## src/rtl/regbank_pkg.sv

```systemverilog
package regbank_pkg;

  localparam int DATA_W = 64;
  localparam int IDX_W  = 6;

  // register indices (word addresses)
  localparam logic [IDX_W-1:0] IDX_FAULT     = 6'h00;
  localparam logic [IDX_W-1:0] IDX_FAULT_AND = 6'h01;
  localparam logic [IDX_W-1:0] IDX_FAULT_OR  = 6'h02;
  localparam logic [IDX_W-1:0] IDX_BASE      = 6'h0A;
  localparam logic [IDX_W-1:0] IDX_SEC       = 6'h0B;
  localparam logic [IDX_W-1:0] IDX_CTL       = 6'h0E;
  localparam logic [IDX_W-1:0] IDX_CTL_SET   = 6'h12;
  localparam logic [IDX_W-1:0] IDX_CTL_CLR   = 6'h13;
  localparam logic [IDX_W-1:0] IDX_STAT      = 6'h15;

  // offset added to the mapped port word index
  localparam logic [IDX_W-1:0] MM_IDX_OFS = IDX_BASE;

  // general-purpose read/write registers
  localparam int NUM_PLAIN = 4;
  localparam logic [NUM_PLAIN-1:0][IDX_W-1:0] PLAIN_IDX = {6'h14, 6'h0F, 6'h07, 6'h06};

  localparam logic [DATA_W-1:0] BASE_MASK = 64'h0003_FFFF_FFF0_0000;
  localparam logic [DATA_W-1:0] SEC_MASK  = 64'h0003_FFFF_0000_0000;
  localparam int                BASE_EN_BIT = 0;

  typedef enum logic [2:0] {
    OP_NONE,
    OP_LOAD,
    OP_AND,
    OP_OR,
    OP_ANDN
  } op_e;

  typedef struct packed {
    logic              take;
    logic              rd;
    op_e               op;
    logic [IDX_W-1:0]  idx;
    logic [DATA_W-1:0] data;
  } strobe_t;

endpackage

```

## src/rtl/regbank_ctrl.sv

```systemverilog
module regbank_ctrl
  import regbank_pkg::*;
#(
  parameter int SB_ADDR_W = 8,
  parameter int MM_ADDR_W = 7
) (
  input  logic                 clk,
  input  logic                 rstN,
  input  logic                 sbValid,
  input  logic                 sbWrite,
  input  logic [SB_ADDR_W-1:0] sbAddr,
  input  logic [DATA_W-1:0]    sbWdata,
  input  logic                 mmValid,
  input  logic                 mmWrite,
  input  logic [MM_ADDR_W-1:0] mmAddr,
  input  logic [DATA_W-1:0]    mmWdata,
  output logic                 sbReady,
  output logic                 mmReady,
  output strobe_t              stb,
  output logic                 sbAck,
  output logic                 mmAck,
  output logic                 sbErr,
  output logic                 mmErr
);

  logic [IDX_W-1:0]  sbIdx, mmIdx, rawIdx;
  logic              grantSb, grantMm, isWr, reject;
  logic [DATA_W-1:0] wData;
  logic              unusedLowBits;

  // byte-lane bits below the word are not decoded
  assign unusedLowBits = ^{sbAddr[2:0], mmAddr[2:0]};

  assign sbIdx = IDX_W'(sbAddr[SB_ADDR_W-1:3]);
  assign mmIdx = IDX_W'(mmAddr[MM_ADDR_W-1:3]) + MM_IDX_OFS;

  // sideband port always wins
  assign sbReady = 1'b1;
  assign mmReady = ~sbValid;
  assign grantSb = sbValid;
  assign grantMm = mmValid & ~sbValid;

  always_comb begin
    rawIdx = grantSb ? sbIdx   : mmIdx;
    isWr   = grantSb ? sbWrite : mmWrite;
    wData  = grantSb ? sbWdata : mmWdata;
    reject = isWr & ((rawIdx == IDX_STAT) | ((rawIdx == IDX_BASE) & ~grantSb));

    stb      = '0;
    stb.take = grantSb | grantMm;
    stb.rd   = (grantSb | grantMm) & ~isWr;
    stb.idx  = rawIdx;
    stb.data = wData;
    stb.op   = OP_NONE;
    if ((grantSb | grantMm) & isWr & ~reject) begin
      unique case (rawIdx)
        IDX_FAULT_AND: begin stb.idx = IDX_FAULT; stb.op = OP_AND;  end
        IDX_FAULT_OR:  begin stb.idx = IDX_FAULT; stb.op = OP_OR;   end
        IDX_CTL_SET:   begin stb.idx = IDX_CTL;   stb.op = OP_OR;   end
        IDX_CTL_CLR:   begin stb.idx = IDX_CTL;   stb.op = OP_ANDN; end
        default:       stb.op = OP_LOAD;
      endcase
    end
  end

  always_ff @(posedge clk) begin
    if (!rstN) begin
      sbAck <= 1'b0;
      mmAck <= 1'b0;
      sbErr <= 1'b0;
      mmErr <= 1'b0;
    end else begin
      sbAck <= grantSb;
      mmAck <= grantMm;
      sbErr <= grantSb & reject;
      mmErr <= grantMm & reject;
    end
  end

  // each accepted request gets its acknowledge one cycle later
  a_r10_sb_acked: assert property (@(posedge clk) disable iff (!rstN)
    sbValid |=> sbAck);
  a_r10_mm_acked: assert property (@(posedge clk) disable iff (!rstN)
    (mmValid && !sbValid) |=> mmAck);
  a_r10_single_ack: assert property (@(posedge clk) disable iff (!rstN)
    $onehot0({sbAck, mmAck}));
  // error only travels with an acknowledge
  a_r11_sb_err_ack: assert property (@(posedge clk) disable iff (!rstN)
    sbErr |-> sbAck);
  a_r11_mm_err_ack: assert property (@(posedge clk) disable iff (!rstN)
    mmErr |-> mmAck);
  // mapped write of the base register is flagged
  a_r6_mm_base_flagged: assert property (@(posedge clk) disable iff (!rstN)
    (mmValid && !sbValid && mmWrite && mmIdx == IDX_BASE) |=> mmErr);

endmodule

```

## src/rtl/regbank_regs.sv

```systemverilog
module regbank_regs
  import regbank_pkg::*;
#(
  parameter logic [DATA_W-1:0] BASE_RESET = 64'h0000_0001_2340_0000
) (
  input  logic              clk,
  input  logic              rstN,
  input  strobe_t           stb,
  output logic [DATA_W-1:0] rdQ,
  output logic [DATA_W-1:0] baseAddr,
  output logic              baseEn
);

  localparam logic [DATA_W-1:0] BASE_KEEP = BASE_MASK | (DATA_W'(1) << BASE_EN_BIT);

  logic [DATA_W-1:0] faultQ, baseQ, secQ, ctlQ;
  logic [DATA_W-1:0] plainQ [NUM_PLAIN];
  logic [DATA_W-1:0] readVal;

  function automatic logic [DATA_W-1:0] merge(op_e op, logic [DATA_W-1:0] oldV,
                                              logic [DATA_W-1:0] newV);
    case (op)
      OP_LOAD: merge = newV;
      OP_AND:  merge = oldV & newV;
      OP_OR:   merge = oldV | newV;
      OP_ANDN: merge = oldV & ~newV;
      default: merge = oldV;
    endcase
  endfunction

  always_ff @(posedge clk) begin
    if (!rstN) begin
      faultQ <= '0;
      ctlQ   <= '0;
      secQ   <= '0;
      baseQ  <= (BASE_RESET & BASE_MASK) | (DATA_W'(1) << BASE_EN_BIT);
    end else if (stb.take) begin
      if (stb.idx == IDX_FAULT) faultQ <= merge(stb.op, faultQ, stb.data);
      if (stb.idx == IDX_CTL)   ctlQ   <= merge(stb.op, ctlQ, stb.data);
      if (stb.idx == IDX_BASE && stb.op == OP_LOAD) baseQ <= stb.data & BASE_KEEP;
      if (stb.idx == IDX_SEC  && stb.op == OP_LOAD) secQ  <= stb.data & SEC_MASK;
    end
  end

  for (genvar g = 0; g < NUM_PLAIN; g++) begin : gPlain
    always_ff @(posedge clk) begin
      if (!rstN)
        plainQ[g] <= '0;
      else if (stb.take && stb.op == OP_LOAD && stb.idx == PLAIN_IDX[g])
        plainQ[g] <= stb.data;
    end
  end

  always_comb begin
    readVal = '1;
    for (int i = 0; i < NUM_PLAIN; i++)
      if (stb.idx == PLAIN_IDX[i]) readVal = plainQ[i];
    unique case (stb.idx)
      IDX_FAULT: readVal = faultQ;
      IDX_BASE:  readVal = baseQ;
      IDX_SEC:   readVal = secQ;
      IDX_CTL:   readVal = ctlQ;
      IDX_STAT:  readVal = '0;
      default:   ;
    endcase
  end

  always_ff @(posedge clk) begin
    if (!rstN)          rdQ <= '0;
    else if (stb.take)  rdQ <= stb.rd ? readVal : '0;
  end

  assign baseAddr = baseQ & BASE_MASK;
  assign baseEn   = baseQ[BASE_EN_BIT];

  // enable output follows bit 0 of an accepted base load
  a_r5_enable_follows: assert property (@(posedge clk) disable iff (!rstN)
    (stb.take && stb.op == OP_LOAD && stb.idx == IDX_BASE) |=> (baseEn == $past(stb.data[0])));
  // base register moves only on a load strobe
  a_r6_base_held: assert property (@(posedge clk) disable iff (!rstN)
    !(stb.take && stb.op == OP_LOAD && stb.idx == IDX_BASE) |=> $stable(baseQ));
  // alias indices read back as all ones
  a_r8_alias_read_ones: assert property (@(posedge clk) disable iff (!rstN)
    (stb.rd && (stb.idx == IDX_FAULT_AND || stb.idx == IDX_FAULT_OR ||
                stb.idx == IDX_CTL_SET || stb.idx == IDX_CTL_CLR)) |=> (&rdQ));
  // status register reads zero
  a_r9_stat_zero: assert property (@(posedge clk) disable iff (!rstN)
    (stb.rd && stb.idx == IDX_STAT) |=> (rdQ == '0));

endmodule

```

## src/rtl/regbank_top.sv

```systemverilog
module regbank_top
  import regbank_pkg::*;
#(
  parameter int                SB_ADDR_W  = 8,
  parameter int                MM_ADDR_W  = 7,
  parameter logic [DATA_W-1:0] BASE_RESET = 64'h0000_0001_2340_0000
) (
  input  logic                 clk,
  input  logic                 rstN,
  input  logic                 sbValid,
  output logic                 sbReady,
  input  logic                 sbWrite,
  input  logic [SB_ADDR_W-1:0] sbAddr,
  input  logic [DATA_W-1:0]    sbWdata,
  output logic                 sbAck,
  output logic [DATA_W-1:0]    sbRdata,
  output logic                 sbErr,
  input  logic                 mmValid,
  output logic                 mmReady,
  input  logic                 mmWrite,
  input  logic [MM_ADDR_W-1:0] mmAddr,
  input  logic [DATA_W-1:0]    mmWdata,
  output logic                 mmAck,
  output logic [DATA_W-1:0]    mmRdata,
  output logic                 mmErr,
  output logic [DATA_W-1:0]    baseAddr,
  output logic                 baseEn
);

  strobe_t           stb;
  logic [DATA_W-1:0] rdQ;

  regbank_ctrl #(.SB_ADDR_W(SB_ADDR_W), .MM_ADDR_W(MM_ADDR_W)) u_ctrl (
    .clk(clk), .rstN(rstN),
    .sbValid(sbValid), .sbWrite(sbWrite), .sbAddr(sbAddr), .sbWdata(sbWdata),
    .mmValid(mmValid), .mmWrite(mmWrite), .mmAddr(mmAddr), .mmWdata(mmWdata),
    .sbReady(sbReady), .mmReady(mmReady), .stb(stb),
    .sbAck(sbAck), .mmAck(mmAck), .sbErr(sbErr), .mmErr(mmErr)
  );

  regbank_regs #(.BASE_RESET(BASE_RESET)) u_regs (
    .clk(clk), .rstN(rstN), .stb(stb), .rdQ(rdQ),
    .baseAddr(baseAddr), .baseEn(baseEn)
  );

  assign sbRdata = sbAck ? rdQ : '0;
  assign mmRdata = mmAck ? rdQ : '0;

endmodule

```

## config.mk

```make
export PLATFORM = sky130hd
export DESIGN_NAME = regbank_top
export DESIGN_NICKNAME = d
export VERILOG_FILES = /design/src/rtl/regbank_pkg.sv /design/src/rtl/regbank_ctrl.sv /design/src/rtl/regbank_regs.sv /design/src/rtl/regbank_top.sv
export SDC_FILE = /design/constraint.sdc
export NUM_CORES = 1
export LEC_CHECK = 0
export BUFFER_PORTS_ARGS = -buffer_cell sky130_fd_sc_hd__clkbuf_2
export CAP_MARGIN = 40
export CORE_MARGIN = 5
export CORE_UTILIZATION = 25
export CTS_CLUSTER_SIZE = 24
export DETAILED_ROUTE_END_ITERATION = 10
export PLACE_DENSITY = 0.49
export SYNTH_ARGS = -nofsm -noshare
export SYNTH_HDL_FRONTEND = slang
export SYNTH_SLANG_ARGS = --single-unit
```

## constraint.sdc

```tcl
create_clock -name clk -period 9.1 [get_ports clk]
set_input_delay 1.365 -clock clk [delete_from_list [all_inputs] [get_ports clk]]
set_output_delay 1.365 -clock clk [all_outputs]
set_load 0.02 [all_outputs]
```

== Yosys cells after proc, flatten, opt, wreduce, memory -nomap -nowiden ==
Memories as Yosys holds them, arrays and structs flattened.
Cells that the tools add are included.

* Register bits after elaboration: 245
* Bits of input ports: 149
* Memories: 1
* Logic and storage cells: 102
* Output and inout bits: 199
* RAM bits: 256

{| class="wikitable"
|+ Memories
! memory !! words !! bits a word !! rd ports !! clocked after Yosys merged registers in !! wr ports !! RTL line !! text
|-
| u_regs.plainQ || 4 || 64 || 4 || 0 || 4 || regbank_regs.sv:17 || <nowiki>logic [DATA_W-1:0] plainQ [NUM_PLAIN];</nowiki>
|}

* Reduce and logical (&&, ||, !) cells: 16
* Add/sub/neg operators: 1
* Equal/unequal tests: 18
* Bitwise operators: 24
* Muxes and demuxes: 33

{| class="wikitable"
|+ Operator list
! operator !! number
|-
| 64-bit two-way mux || 12
|-
| 64-bit case mux with 4 select lines || 2
|-
| 64-bit case mux with 5 select lines || 1
|-
| 64-bit bitwise AND || 4
|-
| 64-bit bitwise OR || 2
|-
| 64-bit inverter || 1
|-
| 6-bit by 4-bit == test with 1-bit output, second input constant || 5
|-
| 6-bit by 5-bit == test with 1-bit output, second input constant || 5
|-
| 1-bit two-way mux || 14
|-
| 6-bit by 3-bit == test with 1-bit output, second input constant || 2
|-
| 6-bit case mux with 2 select lines || 1
|-
| 9-bit two-way mux || 1
|-
| 3-bit case mux with 3 select lines || 1
|-
| 1-bit bitwise AND || 8
|-
| 1-bit logical AND || 7
|-
| 3-bit by 2-bit == test with 1-bit output, second input constant || 2
|-
| 6-bit by 1-bit == test with 1-bit output, second input constant || 1
|-
| 6-bit by 2-bit == test with 1-bit output, second input constant || 1
|-
| 6-bit zero test || 1
|-
| 6-bit two-way mux || 1
|-
| 1-bit bitwise OR || 6
|-
| 3-bit AND reduction || 2
|-
| 2-bit OR reduction || 3
|-
| 4-bit by 4-bit adder with 5-bit output, second input constant || 1
|-
| 5 further kinds || 8
|}

== Depth between registers and ports, before layout ==
* Depth after elaboration: 16
* Gate-level depth with buffers: 13

== Cells and area by module ==
Synthesis repeated with hierarchy kept, for this count alone.

* Cells, all modules: 2,479
* Area total of the unflattened synthesis: 25,236.7 um2

{| class="wikitable"
|+ By module, submodules not included
! module !! cells an instance !! instances !! area each (um2)
|-
| regbank_regs || 2,204 || 1 || 23,042.1
|-
| regbank_ctrl || 134 || 1 || 1,248.7
|-
| regbank_top || 141 || 1 || 945.9
|}

== Worst setup path before layout ==
OpenSTA, ideal clock, no wires.

* Path type: in2reg
* From: input port mmAddr[4]
* To: memory u_regs.plainQ[0][0] (enable)
* Required time: 8.525 ns
* Path buffers: 3
* Stages on the path: 9
* Data arrival time: 7.852 ns
* Path slack: 0.673 ns
* Path through: ha_1 > or4_4 > nor4b_4 > a311o_1 > buf_4 > o211ai_1 > clkbuf_1 > clkbuf_1 > o21ai_0

{| class="wikitable"
|+ RTL lines
! element !! RTL line !! text
|-
| from (decl) || regbank_top.sv:21 || <nowiki>input logic [MM_ADDR_W-1:0] mmAddr,</nowiki>
|-
| to (decl) || regbank_regs.sv:17 ||
|}

==> results by group <==
Run status
  • Status: finished clean

Setup path
  • Worst-path maximum fanout: 69
  • CP Capture Type: flip-flop
  • CP required: 9430 ps
  • Crit path DAT: 5820 ps
  • Worst R2R Start: u_regs.rdQ[49]
  • R2R Path End: u_regs.rdQ[49]
  • Critical path class: primary input to flip-flop
  • Flop2flop setup slack: 7740 ps
  • CP startpoint kind: primary input
  • Worst R2R Path Depth: 4

Routing
  • Post-route DRC: 0
  • Vias/cell: between 5 and 6
  • Routed vias: 18600
  • WL per Instance: about 23 um
  • Initial DRC count: between 1000 and 1500
  • Antenna-violating nets left: 0
  • Routed WL: 85000 um
  • 1st-pass router iterations: 7

Logic synthesis
  • Top-count cell post-synth: nor2_1
  • Post-synth top area cell: edfxtp_1
  • Synth Register Bits: 501
  • Mapped Cells: between 2000 and 2500
  • Synth top area share: approximately 34%
  • Yosys warns: 0
  • Top cells by area, synth: edfxtp_1 (34%), dfxtp_1 (21%), nor2_1 (6.7%)
  • Post-synthesis area per instance: 10.1 um2
  • Seq/Total Area, Yosys: between 50% and 60%
  • Most common flop cell mapped by yosys: edfxtp_1
  • Post-synthesis cell type count: 59
  • Synth Cell Area: 0.0228 mm2
  • Fraction of registers with async set/reset: 0%
  • Synth cell count leaders: nor2_1 (410), edfxtp_1 (256), dfxtp_1 (245)
  • Number of synthesized flops with an enable pin: 256

GRT
  • Pin count of the biggest net entering global routing: 73
  • Global-route wire length before repair: 123000 um
  • Met3 Usage GRT: 2.53%
  • Vias in the first global route: 17900
  • Total GRT Usage: between 10% and 20%
  • Met1 usage: between 20% and 30%
  • Initial antenna violation count: 3
  • Grt ovf: 0
  • Most used routing layer: met2
  • M2 GR Usage: a little over a quarter

STA
  • Fin crit share: 60.3%
  • Slew @ Worst Pin: 847 ps
  • Worst setup margin: 3610 ps
  • Fin Clk Skew: 40.2 ps
  • Post-route minimum period: 5490 ps
  • FMAX: about 180 MHz
  • Hold Violations, Final: 0
  • Max transition margin: around two fifths
  • Setup Total Neg Slack: 0 ps
  • Final max-slew violation count: 0
  • RSZ-0062 raised after global routing: false
  • Final setup violation count: 0

Power and ir drop
  • Peak supply drop: roughly 0.00015 V
  • PwrDens: 193 mW/mm2
  • LEAKAGE: 10.5 nW
  • Design Power: 5.39 mW

Placement
  • Dpl hpwl: 50600 um
  • Pre-CTS setup slack: 2880 ps
  • Cell Area, Placed: around 0.026 mm2
  • Port Buffers: between 300 and 400
  • Gpl congestion: 0.751

Clock tree
  • Worst-path clk slew: around 60 ps
  • Setup bufs post-CTS: 0
  • Skew-Pair Late Insertion Delay: between 600 and 700 ps
  • Clock tree sinks: 501
  • Post-CTS Resized: 0
  • Root buffer cell: clkbuf_16
  • Max H-tree Level: 2
  • Cts hold-fix bufs: 0
  • CTS tree: done
  • TritonCTS Buffers: 58
  • Clock Tree Buf Depth: 3

Worst hold path
  • Hold worst-path end: u_regs.ctlQ[29]
  • Hold Startpoint: u_regs.ctlQ[29]
  • Hold Path Depth: 2
  • Worst Hold Class: flip-flop to flip-flop

Die
  • # IOs: about 350
  • Row count: 110
  • Initial Util: 25.3%
  • Die ar.: 0.0975 mm2
  • Floorplan core area: approximately 0.090 mm2
  • Die height: 312 um
  • Die W: 312 um

Final layout
  • Share of post-route cells with drive strength above 1: 20.4%
  • # nets final: 2638
  • Syn-to-layout area delta: 21.9%
  • Antenna diode count: 0
  • Final Cell Area: 0.0279 mm2

Job
  • Max cap viols: 0
==> cells by family after synthesis <==
kind of cell / Yosys count / share of synthesized area, %
AOI/OAI and AO/OA: 613 / 19.0
xor gates and xnor gates: 35 / 1.34
adders and majority gates: 1 / 0.0548
buffers and inverters: 292 / 5.80
DFF: 501 / 55.1
muxes: 81 / 3.63
other: 2 / 0.0329
and+or+nand+nor: 731 / 15.0
==> area by class of cell <==
class | instances | area (um2)
sequential | 501 | 12600
multi-input combinational | 1496 | 9250
tap | 1176 | 1470
fill | 9314 | 62600
clock inverter | 16 | 230
timing repair buffer | 376 | 2340
clock buffer | 94 | 1770
inverter | 55 | 208
==> through the flow <==
stage	utilization, %	hold slack, ps	cells
final	30.8	455	3714
after detailed placement	28.6	448	3604
after CTS	30.8	456	3714
after global routing	30.8	476	3714
after floorplan	-	435	2289
after global placement	28.1	444	3577
==> critical path: stages <==
cell and delay [ps]:
buf_6 560, buf_4 640, a22oi_1 250, a311o_1 530
o211ai_1 250, buf_4 270, buf_4 440, buf_12 300
or3_4 440, buf_4 630, nor2_1 90
==> per-layer routing <==
| metal | up-vias | routed length (um) |
|---|---|---|
| li1 | 8747 | - |
| met1 | 9196 | 38900 |
| met2 | 590 | 39500 |
| met3 | 107 | 4770 |
| met4 | 2 | 1770 |
| met5 | - | 11 |
==> sequential cells by signal (all words and copies together), names as in the netlist <==
register,cells
u_regs.secQ,18
u_ctrl.sbAck,1
u_regs.plainQ,256
u_regs.baseQ,31
u_ctrl.sbErr,1
u_regs.ctlQ,64
u_ctrl.mmErr,1
u_ctrl.mmAck,1
u_regs.faultQ,64
u_regs.rdQ,64
==> report_power, final <==
part | internal [mW] | leakage, nW | switching (mW)
sequential | 2.47 | 4.42 | 0.0542
clock | 1.42 | 0.973 | 0.988
combinational | 0.142 | 5.07 | 0.317
==> cell usage in the layout, fill, tap and decap left out, types with 35 or more instances in the layout <==
| cell | netlist | routed |
|---|---|---|
| nand2_1 | 49 | 47 |
| and2_1 | 147 | 147 |
| inv_1 | 55 | 54 |
| conb_1 | 2 | 35 |
| o22ai_1 | 65 | 65 |
| mux2i_1 | 66 | 66 |
| clkbuf_2 | 1 | 304 |
| o211ai_1 | 72 | 72 |
| buf_4 | 38 | 52 |
| o21ai_0 | 103 | 99 |
| a21oi_1 | 68 | 68 |
| nor2_1 | 410 | 409 |
| edfxtp_1 | 256 | 256 |
| a211oi_1 | 57 | 57 |
| dfxtp_1 | 245 | 243 |
| clkbuf_16 | 0 | 59 |
==> how the worst max path moves through the flow <==
stage	startpoint	end	slack, ps	cells after the start
after floorplan	mmAddr[4]	u_regs.plainQ[0][0]	670	9
after global placement	sbValid	u_regs.rdQ[62]	2740	11
final	sbValid	u_regs.plainQ[0][15]	3610	11
after detailed placement	sbValid	u_regs.plainQ[0][6]	2880	11
after global routing	sbValid	u_regs.plainQ[2][19]	3230	12
after CTS	sbValid	u_regs.plainQ[2][17]	3530	12
No activity file was read; power rests on OpenSTA's default activity.
